`config.mk`:
```
export PLATFORM = sky130hd
export DESIGN_NAME = lsp_mem_resp
export DESIGN_NICKNAME = d
export VERILOG_FILES = /design/src/rtl/lsp_pkg.sv /design/src/rtl/lsp_req_check.sv /design/src/rtl/lsp_lane_map.sv /design/src/rtl/lsp_byte_array.sv /design/src/rtl/lsp_mem_resp.sv
export SDC_FILE = /design/constraint.sdc
export NUM_CORES = 1
export LEC_CHECK = 0
export BUFFER_PORTS_ARGS = -buffer_cell sky130_fd_sc_hd__buf_2
export CAP_MARGIN = 30
export CORE_MARGIN = 5
export CORE_UTILIZATION = 45
export CTS_CLUSTER_SIZE = 25
export DETAILED_ROUTE_END_ITERATION = 10
export SLEW_MARGIN = 10
export SYNTH_ARGS = -nofsm -noshare
export SYNTH_HDL_FRONTEND = slang
export SYNTH_HIERARCHICAL = 1
export SYNTH_SLANG_ARGS = --single-unit
```
`constraint.sdc`:
```
create_clock -name clk -period 3.15 [get_ports clk]
set_input_delay 0.4725 -clock clk [delete_from_list [all_inputs] [get_ports clk]]
set_output_delay 0.4725 -clock clk [all_outputs]
set_load 0.05 [all_outputs]
```
`src/rtl/lsp_pkg.sv`:
```
`timescale 1ns/1ps
package lsp_pkg;
   typedef enum logic [2:0] {
      ST_IDLE = 3'd0,
      ST_ACK  = 3'd1,
      ST_STW  = 3'd2,
      ST_LD   = 3'd3,
      ST_EXC  = 3'd4
   } lsp_state_e;

   typedef enum logic [1:0] {
      CAUSE_NONE  = 2'd0,
      CAUSE_CROSS = 2'd1,
      CAUSE_LEN   = 2'd2,
      CAUSE_SEL   = 2'd3
   } lsp_cause_e;

   typedef struct packed {
      logic priv;
      logic virt;
      logic m32;
   } lsp_mode_t;
endpackage

```
`src/rtl/lsp_req_check.sv`:
```
`timescale 1ns/1ps
module lsp_req_check
   import lsp_pkg::*;
#(
   parameter int LANES = 8,
   localparam int OFFW = $clog2(LANES),
   localparam int SUMW = OFFW + 5
) (
   input  logic            ld_sel,
   input  logic            st_sel,
   input  logic            zero_blk,
   input  logic [OFFW-1:0] off,
   input  logic [3:0]      len,
   output lsp_cause_e      cause
);
   logic            len_ok;
   logic [SUMW-1:0] span_end;
   logic            crosses;

   always_comb begin
      len_ok   = (len == 4'd1) || (len == 4'd2) || (len == 4'd4) || (len == 4'd8);
      span_end = SUMW'(off) + SUMW'(len);
      crosses  = span_end > SUMW'(LANES);
      if (ld_sel && st_sel)
         cause = CAUSE_SEL;
      else if (st_sel && zero_blk)
         cause = CAUSE_NONE;
      else if (!len_ok)
         cause = CAUSE_LEN;
      else if (crosses)
         cause = CAUSE_CROSS;
      else
         cause = CAUSE_NONE;
   end
endmodule

```
`src/rtl/lsp_lane_map.sv`:
```
`timescale 1ns/1ps
module lsp_lane_map #(
   parameter int LANES = 8,
   localparam int OFFW = $clog2(LANES),
   localparam int DW   = 8 * LANES
) (
   input  logic [OFFW-1:0] off,
   input  logic [3:0]      len,
   input  logic            zero_blk,
   input  logic [DW-1:0]   wdata_in,
   input  logic [DW-1:0]   rword,
   output logic [LANES-1:0] be,
   output logic [DW-1:0]   wlanes,
   output logic [DW-1:0]   rdata
);
   logic [DW-1:0] rshift;

   assign wlanes = zero_blk ? '0 : (wdata_in << {off, 3'b000});
   assign rshift = rword >> {off, 3'b000};

   for (genvar j = 0; j < LANES; j++) begin : g_lane
      assign be[j] = zero_blk ||
                     ((j >= int'(off)) && (j < int'(off) + int'(len)));
      assign rdata[8*j +: 8] = (j < int'(len)) ? rshift[8*j +: 8] : 8'h00;
   end
endmodule

```
`src/rtl/lsp_byte_array.sv`:
```
`timescale 1ns/1ps
module lsp_byte_array #(
   parameter int LANES = 8,
   parameter int WORDS = 16,
   localparam int IW   = $clog2(WORDS),
   localparam int DW   = 8 * LANES
) (
   input  logic             clk,
   input  logic             we,
   input  logic [LANES-1:0] be,
   input  logic [IW-1:0]    idx,
   input  logic [DW-1:0]    wlanes,
   output logic [DW-1:0]    rword
);
   for (genvar j = 0; j < LANES; j++) begin : g_col
      logic [7:0] cells [WORDS];
      always_ff @(posedge clk) begin
         if (we && be[j])
            cells[idx] <= wlanes[8*j +: 8];
      end
      assign rword[8*j +: 8] = cells[idx];
   end
endmodule

```
`src/rtl/lsp_mem_resp.sv`:
```
`timescale 1ns/1ps
module lsp_mem_resp
   import lsp_pkg::*;
#(
   parameter int ADDR_W = 16,
   parameter int LANES  = 8,
   parameter int WORDS  = 16,
   localparam int OFFW  = $clog2(LANES),
   localparam int IW    = $clog2(WORDS),
   localparam int DW    = 8 * LANES
) (
   input  logic              clk,
   input  logic              rst_n,
   input  logic              ld_req_i,
   input  logic              st_req_i,
   input  logic              zero_blk_i,
   input  logic              addr_vld_i,
   input  logic [ADDR_W-1:0] addr_i,
   input  logic [3:0]        len_i,
   input  logic              priv_i,
   input  logic              virt_i,
   input  logic              m32_i,
   input  logic              st_vld_i,
   input  logic [DW-1:0]     st_data_i,
   output logic              busy_o,
   output logic              addr_ok_o,
   output logic              ld_vld_o,
   output logic [DW-1:0]     ld_data_o,
   output logic              exc_o,
   output logic [1:0]        exc_cause_o,
   output logic [2:0]        mode_o
);
   if (LANES < 8 || (LANES & (LANES - 1)) != 0) begin : g_bad_lanes
      $error("LANES must be a power of two of at least 8");
   end
   if (WORDS < 2 || (WORDS & (WORDS - 1)) != 0) begin : g_bad_words
      $error("WORDS must be a power of two of at least 2");
   end
   if (ADDR_W < OFFW + IW) begin : g_bad_addr
      $error("ADDR_W too narrow for the array");
   end
   if (ADDR_W > OFFW + IW) begin : g_hi
      logic unused_hi;
      assign unused_hi = ^addr_i[ADDR_W-1:OFFW+IW];
   end

   lsp_state_e      state_q;
   lsp_cause_e      cause_q, chk_cause;
   lsp_mode_t       mode_q;
   logic            armed_q, is_st_q, zero_q;
   logic [OFFW-1:0] off_q;
   logic [IW-1:0]   idx_q;
   logic [3:0]      len_q;
   logic [DW-1:0]   rdata_q;

   logic             accept, we;
   logic [LANES-1:0] be;
   logic [DW-1:0]    wlanes, rword, lm_rdata;

   lsp_req_check #(.LANES(LANES)) u_check (
      .ld_sel  (ld_req_i),
      .st_sel  (st_req_i),
      .zero_blk(zero_blk_i),
      .off     (addr_i[OFFW-1:0]),
      .len     (len_i),
      .cause   (chk_cause)
   );

   lsp_lane_map #(.LANES(LANES)) u_lanes (
      .off     (off_q),
      .len     (len_q),
      .zero_blk(zero_q),
      .wdata_in(st_data_i),
      .rword   (rword),
      .be      (be),
      .wlanes  (wlanes),
      .rdata   (lm_rdata)
   );

   lsp_byte_array #(.LANES(LANES), .WORDS(WORDS)) u_array (
      .clk   (clk),
      .we    (we),
      .be    (be),
      .idx   (idx_q),
      .wlanes(wlanes),
      .rword (rword)
   );

   assign accept = (state_q == ST_IDLE) && armed_q && addr_vld_i &&
                   (ld_req_i || st_req_i);
   assign we     = is_st_q && st_vld_i &&
                   ((state_q == ST_ACK) || (state_q == ST_STW));

   always_ff @(posedge clk) begin
      if (!rst_n) begin
         state_q <= ST_IDLE;
         cause_q <= CAUSE_NONE;
         mode_q  <= '0;
         armed_q <= 1'b1;
         is_st_q <= 1'b0;
         zero_q  <= 1'b0;
         off_q   <= '0;
         idx_q   <= '0;
         len_q   <= '0;
         rdata_q <= '0;
      end else begin
         if (!addr_vld_i)
            armed_q <= 1'b1;
         unique case (state_q)
            ST_IDLE: begin
               if (accept) begin
                  armed_q <= 1'b0;
                  is_st_q <= st_req_i;
                  zero_q  <= st_req_i && zero_blk_i;
                  off_q   <= addr_i[OFFW-1:0];
                  idx_q   <= addr_i[OFFW +: IW];
                  len_q   <= len_i;
                  mode_q  <= '{priv: priv_i, virt: virt_i, m32: m32_i};
                  cause_q <= chk_cause;
                  state_q <= (chk_cause != CAUSE_NONE) ? ST_EXC : ST_ACK;
               end
            end
            ST_ACK: begin
               if (is_st_q)
                  state_q <= st_vld_i ? ST_IDLE : ST_STW;
               else begin
                  rdata_q <= lm_rdata;
                  state_q <= ST_LD;
               end
            end
            ST_STW:  if (st_vld_i) state_q <= ST_IDLE;
            ST_LD:   state_q <= ST_IDLE;
            ST_EXC:  state_q <= ST_IDLE;
            default: state_q <= ST_IDLE;
         endcase
      end
   end

   assign busy_o      = (state_q != ST_IDLE);
   assign addr_ok_o   = (state_q == ST_ACK);
   assign ld_vld_o    = (state_q == ST_LD);
   assign ld_data_o   = ld_vld_o ? rdata_q : '0;
   assign exc_o       = (state_q == ST_EXC);
   assign exc_cause_o = exc_o ? cause_q : CAUSE_NONE;
   assign mode_o      = mode_q;
endmodule

```
Word level (Yosys, flattened, before mapping)
Memory sizes are Yosys's and may differ from the RTL's. A register that Yosys moved wholly into a read port is not among the register bits. Cells that the tools add are included.

Mux-type cells: 56. Equal/unequal tests: 10. Add/sub/neg operators: 2. Reductions and logical operators: 41. Order comparisons: 24. Shift operators: 2. Bitwise logic cells: 1.

Operator list (number): less-than comparator 4 x 32 -> 1 bit (first input constant) (4); two-way mux 64 bit (2); less-than comparator 3 x 32 -> 1 bit (first input constant) (2); two-way mux 4 bit (16); two-way mux 8 bit (8); left shift 64 x 6 -> 64 bit (1); right shift 64 x 6 -> 64 bit (1); less-than comparator 1 x 32 -> 1 bit (first input constant) (1); less-than comparator 2 x 32 -> 1 bit (first input constant) (1); logical AND 1 bit (22); two-way mux 1 bit (20); less-than comparator 3 x 4 -> 1 bit (first input constant) (4); logical OR 1 bit (13); two-way mux 2 bit (6); adder 3 x 4 -> 5 bit (2); greater-or-equal comparator 3 bit (first input constant) (3); two-way mux 3 bit (3); one-hot mux 3 bit (3 select lines) (1); > comparator 8 x 4 -> 1 bit (second input constant) (1); less-than comparator 1 x 4 -> 1 bit (first input constant) (2); less-than comparator 2 x 4 -> 1 bit (first input constant) (2); == test 3 x 2 -> 1 bit (second input constant) (2); greater-or-equal comparator 1 x 3 -> 1 bit (first input constant) (2); greater-or-equal comparator 2 x 3 -> 1 bit (first input constant) (2); 12 further kinds (15).

Output and inout port bits: 73. Memories kept: 8. Logic and storage cells: 156. Bits of input ports: 94. Bits in registers: 86. RAM bits: 1024.

Memory list: u_array.g_col[0].cells (depth 16, width 8, read ports 1, clocked after memory_dff 1, wr ports 1, line lsp_byte_array.sv:16) `logic [7:0] cells [WORDS];`; u_array.g_col[1].cells (depth 16, width 8, read ports 1, clocked after memory_dff 1, wr ports 1, line lsp_byte_array.sv:16); u_array.g_col[2].cells (depth 16, width 8, read ports 1, clocked after memory_dff 1, wr ports 1, line lsp_byte_array.sv:16); u_array.g_col[3].cells (depth 16, width 8, read ports 1, clocked after memory_dff 1, wr ports 1, line lsp_byte_array.sv:16); u_array.g_col[4].cells (depth 16, width 8, read ports 1, clocked after memory_dff 1, wr ports 1, line lsp_byte_array.sv:16); u_array.g_col[5].cells (depth 16, width 8, read ports 1, clocked after memory_dff 1, wr ports 1, line lsp_byte_array.sv:16); +2 memories.

Logic depth before layout (Yosys ltp)
Gate-level depths: netlist (run 1).

Depth after elaboration: 11. Gate-level depth with buffers: 12. Depth with buffers taken out: 10.

Cells and area by module
The synthesis (run 1) kept the hierarchy.

By module, submodules not included: lsp_byte_array (times used 1, cells each 1729, area an instance 38763.4 um^2, seq. area each 30749.5 um^2); lsp_lane_map (times used 1, cells each 572, area an instance 3799.9 um^2, seq. area each 0.0 um^2); lsp_mem_resp (times used 1, cells each 464, area an instance 3756.1 um^2, seq. area each 1721.7 um^2); lsp_req_check (times used 1, cells each 24, area an instance 197.7 um^2, seq. area each 0.0 um^2).

Worst setup path before layout (run 1)
OpenSTA, ideal clock, no wires.

Path type: register to output. Start point: reg state_q[0]. End point: out exc_cause_o[0]. Buffers on the path: 1. Cell stages (with the launch flop): 4. Data arrival time: 2.248 ns. Path slack: 0.430 ns. Cell sequence: dfxtp_1 buf_4 nor3b_1 and2_1.

Word-level cells in the longest chain between the ends: 2.

RTL lines: start: declaration (line lsp_mem_resp.sv:47) `lsp_state_e state_q;`; start signal: assignment (line lsp_mem_resp.sv:120) `state_q <= (chk_cause != CAUSE_NONE) ? ST_EXC : ST_ACK;`; start signal: assignment (line lsp_mem_resp.sv:125) `state_q <= st_vld_i ? ST_IDLE : ST_STW;`; == test 3 bit (line lsp_mem_resp.sv:143) `assign exc_o = (state_q == ST_EXC);`; named net exc_o (line lsp_mem_resp.sv:29) `output logic exc_o,`; two-way mux 2 bit (line lsp_mem_resp.sv:144) `assign exc_cause_o = exc_o ? cause_q : CAUSE_NONE;`; end: declaration (line lsp_mem_resp.sv:30) `output logic [1:0] exc_cause_o,`.

The timed path passes the listed nets, and every way through them passes these cells.

==> reports/results.ini, run 1 <==
[layout]
layout_common_cells=1,024 x edfxtp_1, 269 x buf_4, 256 x mux4_2
fillCellCount=8359
fin_area_um2=54450
drive_above_1_share_pct=29.57
area_growth_pct=17.06
final_common_cell=edfxtp_1
finalNetCount=3280

[yosys]
synth_cells=2789
ys_ff_latch=1110
async_reset_ff_share_pct=0
netlist.area_leader.share_pct=66.10
synth_edf_count=1024
yosysSeqAreaShare_pct=69.80
synth.area.top_cells=edfxtp_1 66%, mux4_2 12%, dfxtp_1 3.7%
synth_cell_types=67
mappedNetlistArea_um2=46520
syn_avg_cell_area_um2=16.68
yosysTopAreaCell=edfxtp_1
synth_fp_nets=2891
synth_ff_type=edfxtp_1
yosys_warnings=6

[timing]
max_freq_ghz=0.3239
maxSlewHeadroom_pct=32.56
setup_slack_ns=0.06297
clock_skew_ns=0.02258
timing.final.crit_share_pct=98.00
min_period_ns=3.087
final_max_slew_viol_count=0
finalHoldViolations=0
setup_violations=0
rsz0062_at_grt=yes
tightestPinTransition_ns=1.008

[clocking]
clk_pin_slew_ns=0.06
cts_tree=yes
clk_path_buf_depth=3
clk_latency_ns=0.69
cts_buffers=110
cts_root_buf=clkbuf_16
htreeDepth=3
cts.sinks=1110

[run_status]
status=completed

[power_and_ir_drop]
power.internal_mw=25.33
p_total_mw=33.75
swShare_pct=24.95
power.share.clock_pct=36.9
seq_power_share_pct=49.5
comb_power_share_pct=13.6
power_switching_mw=8.419
p_leak_nw=17.77
ir_drop_mv=0.4311
powerDensity_nw_per_um2=619.8

[routing]
vias_per_cell=5.923
routedWlPerCell_um=28.06
first_pass_iters=6
wirelength_um=130500
ant_nets=0
vias=27540
drt_iter0_drc=3164
drc=0

[worst_hold_path]
hold_path_depth=3
hold_path.class=primary input to register
worstHoldEndpoint=mode_o[0]
hold_start=m32_i

[placement]
post-dp-hpwl_um=92960
pre_cts_ws_ns=-0.01865
gp_congestion=0.9284
place.port_buffers=157
place_area_um2=50730

[global_routing]
antenna_found_initial=5
grt_max_degree=129
grt_pass1_wl_um=190200
grt_usage_pct=23.33
grt.overflow.total=0
first_global_vias=27611

[setup_path]
cp-end-kind=register
critPathMaxFanout=18
crit_arrival_ns=3.63
start_kind=register
startpoint=idx_q[0]
critPathKind=register to register
r2r_cells=12
r2r_slack_ns=0.06
reg2reg_from=idx_q[0]
worstReg2RegEnd=rdata_q[4]
required_ns=3.69

[die]
rows=118
core_area_um2=103100
die_area_um2=109900
die_x_um=331.5
start_util_pct=45.14
io_pins=167
die_y_um=331.5

[job]
drv_cap=0

[cells by family after synthesis]
family | Yosys count | synth area share, %
flip-flops | 1110 | 69.80
multiplexers | 403 | 15.69
AND/OR/NAND/NOR | 660 | 6.420
XOR/XNOR | 5 | 0.09416
AO/OA/AOI/OAI | 399 | 5.533
adder cells (fa/ha/maj) | 8 | 0.2475
buffers and inverters | 204 | 2.211
[flip-flops by register name, indices dropped and copies added (netlist names)]
register,flops
armed_q,1
cause_q,2
is_st_q,1
state_q,3
idx_q,4
len_q,4
mode_o,3
off_q,3
zero_q,1
u_array/g_col.cells,1024
rdata_q,64
[power groups by stage]
stage	sequential, mW	combinational [mW]	clock, mW
after floorplan	17.0	2.36	0
after global placement	17.0	4.29	0
after detailed placement	17.0	4.43	0
after CTS	16.7	4.46	12.7
after global routing	16.7	4.82	13.3
final	16.7	4.58	12.5
[repair_timing]
action / in CTS / in global routing
hold endpoints to repair: 4 / 0
gates resized for setup: 2 / 14
setup buffers: 1 / 1
setup endpoints to repair: 58 / 73
cloned: 0 / 0
pin swaps: 1 / 1
hold buffers: 4 / 0
[synthesized netlist by cell type, drive strengths merged, types with 43 or more instances]
cell type	number
a22oi	136
mux4	256
edfxtp	1024
mux2i	98
o22ai	43
nand2	222
mux2	49
nor2	229
o21ai	90
clkbuf	109
a21oi	76
nand3	70
buf	86
and2	75
dfxtp	86
[critical path, stage by stage (launching register included)]
cell and delay, ns:
dfxtp_4 0.36, buf_12 0.16, buf_12 0.21, buf_4 0.22, mux4_2 0.52, a22oi_1 0.36, nand2_1 0.17, mux2_2 0.32
a21oi_1 0.16, buf_4 0.15, o22ai_1 0.09, nand3_1 0.10, o21ai_0 0.09
[metrics by stage]
step	hold slack (ns)	setup TNS, ns	utilization, %	instances
after floorplan	0.4238	0	-	2789
after global placement	0.4411	0	49.11	4404
after detailed placement	0.4454	-0.01865	49.22	4417
after CTS	0.01107	0	52.61	4623
after global routing	0.04293	-0.1987	52.83	4647
final	0.05821	0	52.84	4650
[worst max-delay path by stage]
| stage | endpoint |
|---|---|
| finish | rdata_q[4] |
| global route | rdata_q[7] |
| CTS | ld_data_o[38] |
| detailed placement | rdata_q[22] |
| global placement | rdata_q[7] |
| floorplan | exc_cause_o[0] |
[cell type report]
class / count / area (um2) / area share [%]
Clock buffer: 131 / 2853 / 5.239
Sequential cell: 1110 / 32490 / 59.66
Antenna cell: 3 / 7.507 / 0.01379
Timing Repair Buffer: 472 / 3631 / 6.668
Tap cell: 1380 / 1727 / 3.171
Multi-Input combinational cell: 1475 / 13150 / 24.14
Inverter: 9 / 33.78 / 0.06204
Clock inverter: 70 / 566.8 / 1.041
[routing by layer]
layer  wire, um  GRT usage [%]
met1      55950          34.69
met2      58320          34.99
met3      12120          4.782
met4       4076          7.352
met5          0              0
No activity file was read; power rests on OpenSTA's default activity.
==> run 2, diff against run 1 <==
--- a/config.mk
+++ b/config.mk
@@ -8,7 +8,7 @@
 export BUFFER_PORTS_ARGS = -buffer_cell sky130_fd_sc_hd__buf_2
 export CAP_MARGIN = 30
 export CORE_MARGIN = 5
-export CORE_UTILIZATION = 45
+export CORE_UTILIZATION = 40
 export CTS_CLUSTER_SIZE = 25
 export DETAILED_ROUTE_END_ITERATION = 10
 export SLEW_MARGIN = 10
==> reports/results.ini, run 2 (synthesis results as in run 1) <==
[routing]
drc=0  ; unchanged
vias=27514  ; -0.094%
drt_iter0_drc=2946  ; -6.9%
ant_nets=0  ; unchanged
first_pass_iters=7  ; +1
routedWlPerCell_um=27.53  ; -1.9%
vias_per_cell=5.766  ; -2.6%
wirelength_um=131400  ; +0.68%

[worst_hold_path]
hold_start=priv_i
hold_path.class=primary input to register

[placement]
gp_congestion=0.9404  ; +1.3%
dp.cells=4559  ; +3.2%
pre_cts_ws_ns=-0.06507  ; -0.04642 ns
place.port_buffers=157  ; unchanged
post-dp-hpwl_um=93040  ; about the same

[job]
drv_cap=0  ; unchanged

[power_and_ir_drop]
seq_power_share_pct=49.5  ; about the same
powerDensity_nw_per_um2=617.6  ; -0.36%
p_leak_nw=17.73  ; -0.21%
p_total_mw=33.70  ; -0.14%
swShare_pct=24.77  ; -0.17 points
power.share.clock_pct=37.0  ; about the same
comb_power_share_pct=13.4  ; -0.2 points
power.internal_mw=25.35  ; about the same
power_switching_mw=8.349  ; -0.83%
ir_drop_mv=0.5093  ; +18%

[clocking]
clk_latency_ns=0.68  ; about the same
cts.sinks=1110  ; unchanged
clk_pin_slew_ns=0.06  ; about the same
clk_path_buf_depth=3  ; unchanged
ctsHoldBuffers=0  ; -4
cts_buffers=109  ; -0.91%
cts_tree=yes
htreeDepth=3  ; unchanged
cts_root_buf=clkbuf_16

[setup_path]
critPathKind=register to register
required_ns=3.44  ; -0.25 ns
startpoint=off_q[0]
crit_arrival_ns=3.39  ; -0.24 ns
cp-end-kind=register
start_kind=register
reg2reg_from=off_q[0]
critPathMaxFanout=16  ; -2

[timing]
tightestPinTransition_ns=1.026  ; +0.01789 ns
final_max_slew_viol_count=0  ; unchanged
rsz0062_at_grt=yes
min_period_ns=3.102  ; +0.01489 ns
max_freq_ghz=0.3224  ; -0.48%
clock_skew_ns=0.01580  ; -0.006780 ns
setup_violations=0  ; unchanged
setup_slack_ns=0.04809  ; -0.01489 ns
hold_slack_ns=0.04969  ; -0.008522 ns
finalHoldViolations=0  ; unchanged
maxSlewHeadroom_pct=31.36  ; -1.2 points
timing.final.crit_share_pct=98.47  ; +0.47 points

[global_routing]
grt.overflow.total=0  ; unchanged
busiest_layer=met2
grt_max_degree=130  ; +0.78%
grt_util_met2_pct=31.93  ; -3.1 points
met1_usage_pct=30.41  ; -4.3 points
antenna_found_initial=7  ; +2
use_met3_pct=4.677  ; -0.11 points
grt_pass1_wl_um=187400  ; -1.5%
first_global_vias=27290  ; -1.2%
grt_usage_pct=20.88  ; -2.4 points

[die]
die_y_um=351.0  ; +5.9%
io_pins=167  ; unchanged
start_util_pct=40.14  ; -5.0 points
core_area_um2=115900  ; +12%
die_area_um2=123200  ; +12%
die_x_um=351.0  ; +5.9%
rows=125  ; +5.9%

[layout]
largestRegisters=u_array/g_col.cells: 1024 flops, rdata_q: 64 flops
final_util_pct=47.09  ; -5.7 points
fin_cells=4772  ; +2.6%
largest_register=u_array/g_col.cells
fillCellCount=9860  ; +18%
layout_common_cells=1,024 x edfxtp_1, 256 x mux4_2, 252 x buf_4
drive_above_1_share_pct=29.72  ; +0.15 points
area_growth_pct=17.32
largest_reg_flops=1024  ; unchanged
final_common_cell=edfxtp_1
finalNetCount=3261  ; -0.58%

[run_status]
status=completed

[run 2: cell types whose count changed in the layout (fill, tap and decap cells not counted), moves of 5 or more]
| cell | change |
|---|---|
| a21oi_1 | -5 |
| clkinv_1 | -16 |
| buf_4 | -17 |
| clkbuf_1 | +6 |
| buf_12 | +5 |
| clkinv_2 | +5 |
[run 2: final timing paths]
check / end / slack [ns] / cells past startpoint
max reg2reg: u_array/g_col[6].cells[13][2] / 0.05 / 8
max: u_array/g_col[6].cells[13][2] / 0.05 / 8
min: mode_o[2] / 0.05 / 3
min reg2reg: rdata_q[37] / 0.45 / 2
[run 2: per-stage QoR]
stage	area, um2	TNS [ns]
floorplan	46520	0
global placement	50880	0
detailed placement	50900	-0.5150
CTS	54340	0
global route	54570	-1.213
finish	54570	0
[run 2: cell type report]
| type | instances | area, um2 | share of cell area (%) |
|---|---|---|---|
| Sequential cell | 1110 | 32490 | 59.53 |
| Multi-Input combinational cell | 1475 | 13140 | 24.08 |
| Timing Repair Buffer | 454 | 3573 | 6.548 |
| Clock buffer | 139 | 2914 | 5.340 |
| Tap cell | 1524 | 1907 | 3.494 |
| Clock inverter | 60 | 518.0 | 0.9492 |
| Inverter | 9 | 33.78 | 0.06190 |
| Antenna cell | 1 | 2.502 | 0.004585 |
[run 2: routing by layer]
metal	wire [um]	part of all wire (%)	up-vias
met5	13	0.0099	-
met4	3514	2.7	2
met3	13630	10	203
met2	59100	45	1383
met1	55090	42	14121
li1	-	-	11805
[run 2: repair_timing]
action,CTS,global route
setup endpoints to repair,17,99
resized for setup,3,24
buffers inserted,0,8
cloned,0,1
[run 2: power groups by stage]
stage,sequential (mW),clock [mW],combinational (mW)
2_1_floorplan,17.0,0,2.36
3_3_place_gp,17.0,0,4.27
3_5_place_dp,17.0,0,4.37
4_1_cts,16.7,12.7,4.38
5_1_grt,16.7,13.3,4.75
6_report,16.7,12.5,4.53
[run 2: critical path, stage by stage (launching register included)]
cell       delay (ns)
dfxtp_4          0.36
ha_1             0.25
fa_1             0.44
xnor2_1          0.21
o21a_1           0.21
a2bb2oi_1        0.17
nand2_1          0.12
buf_12           0.16
nor2_1           0.79
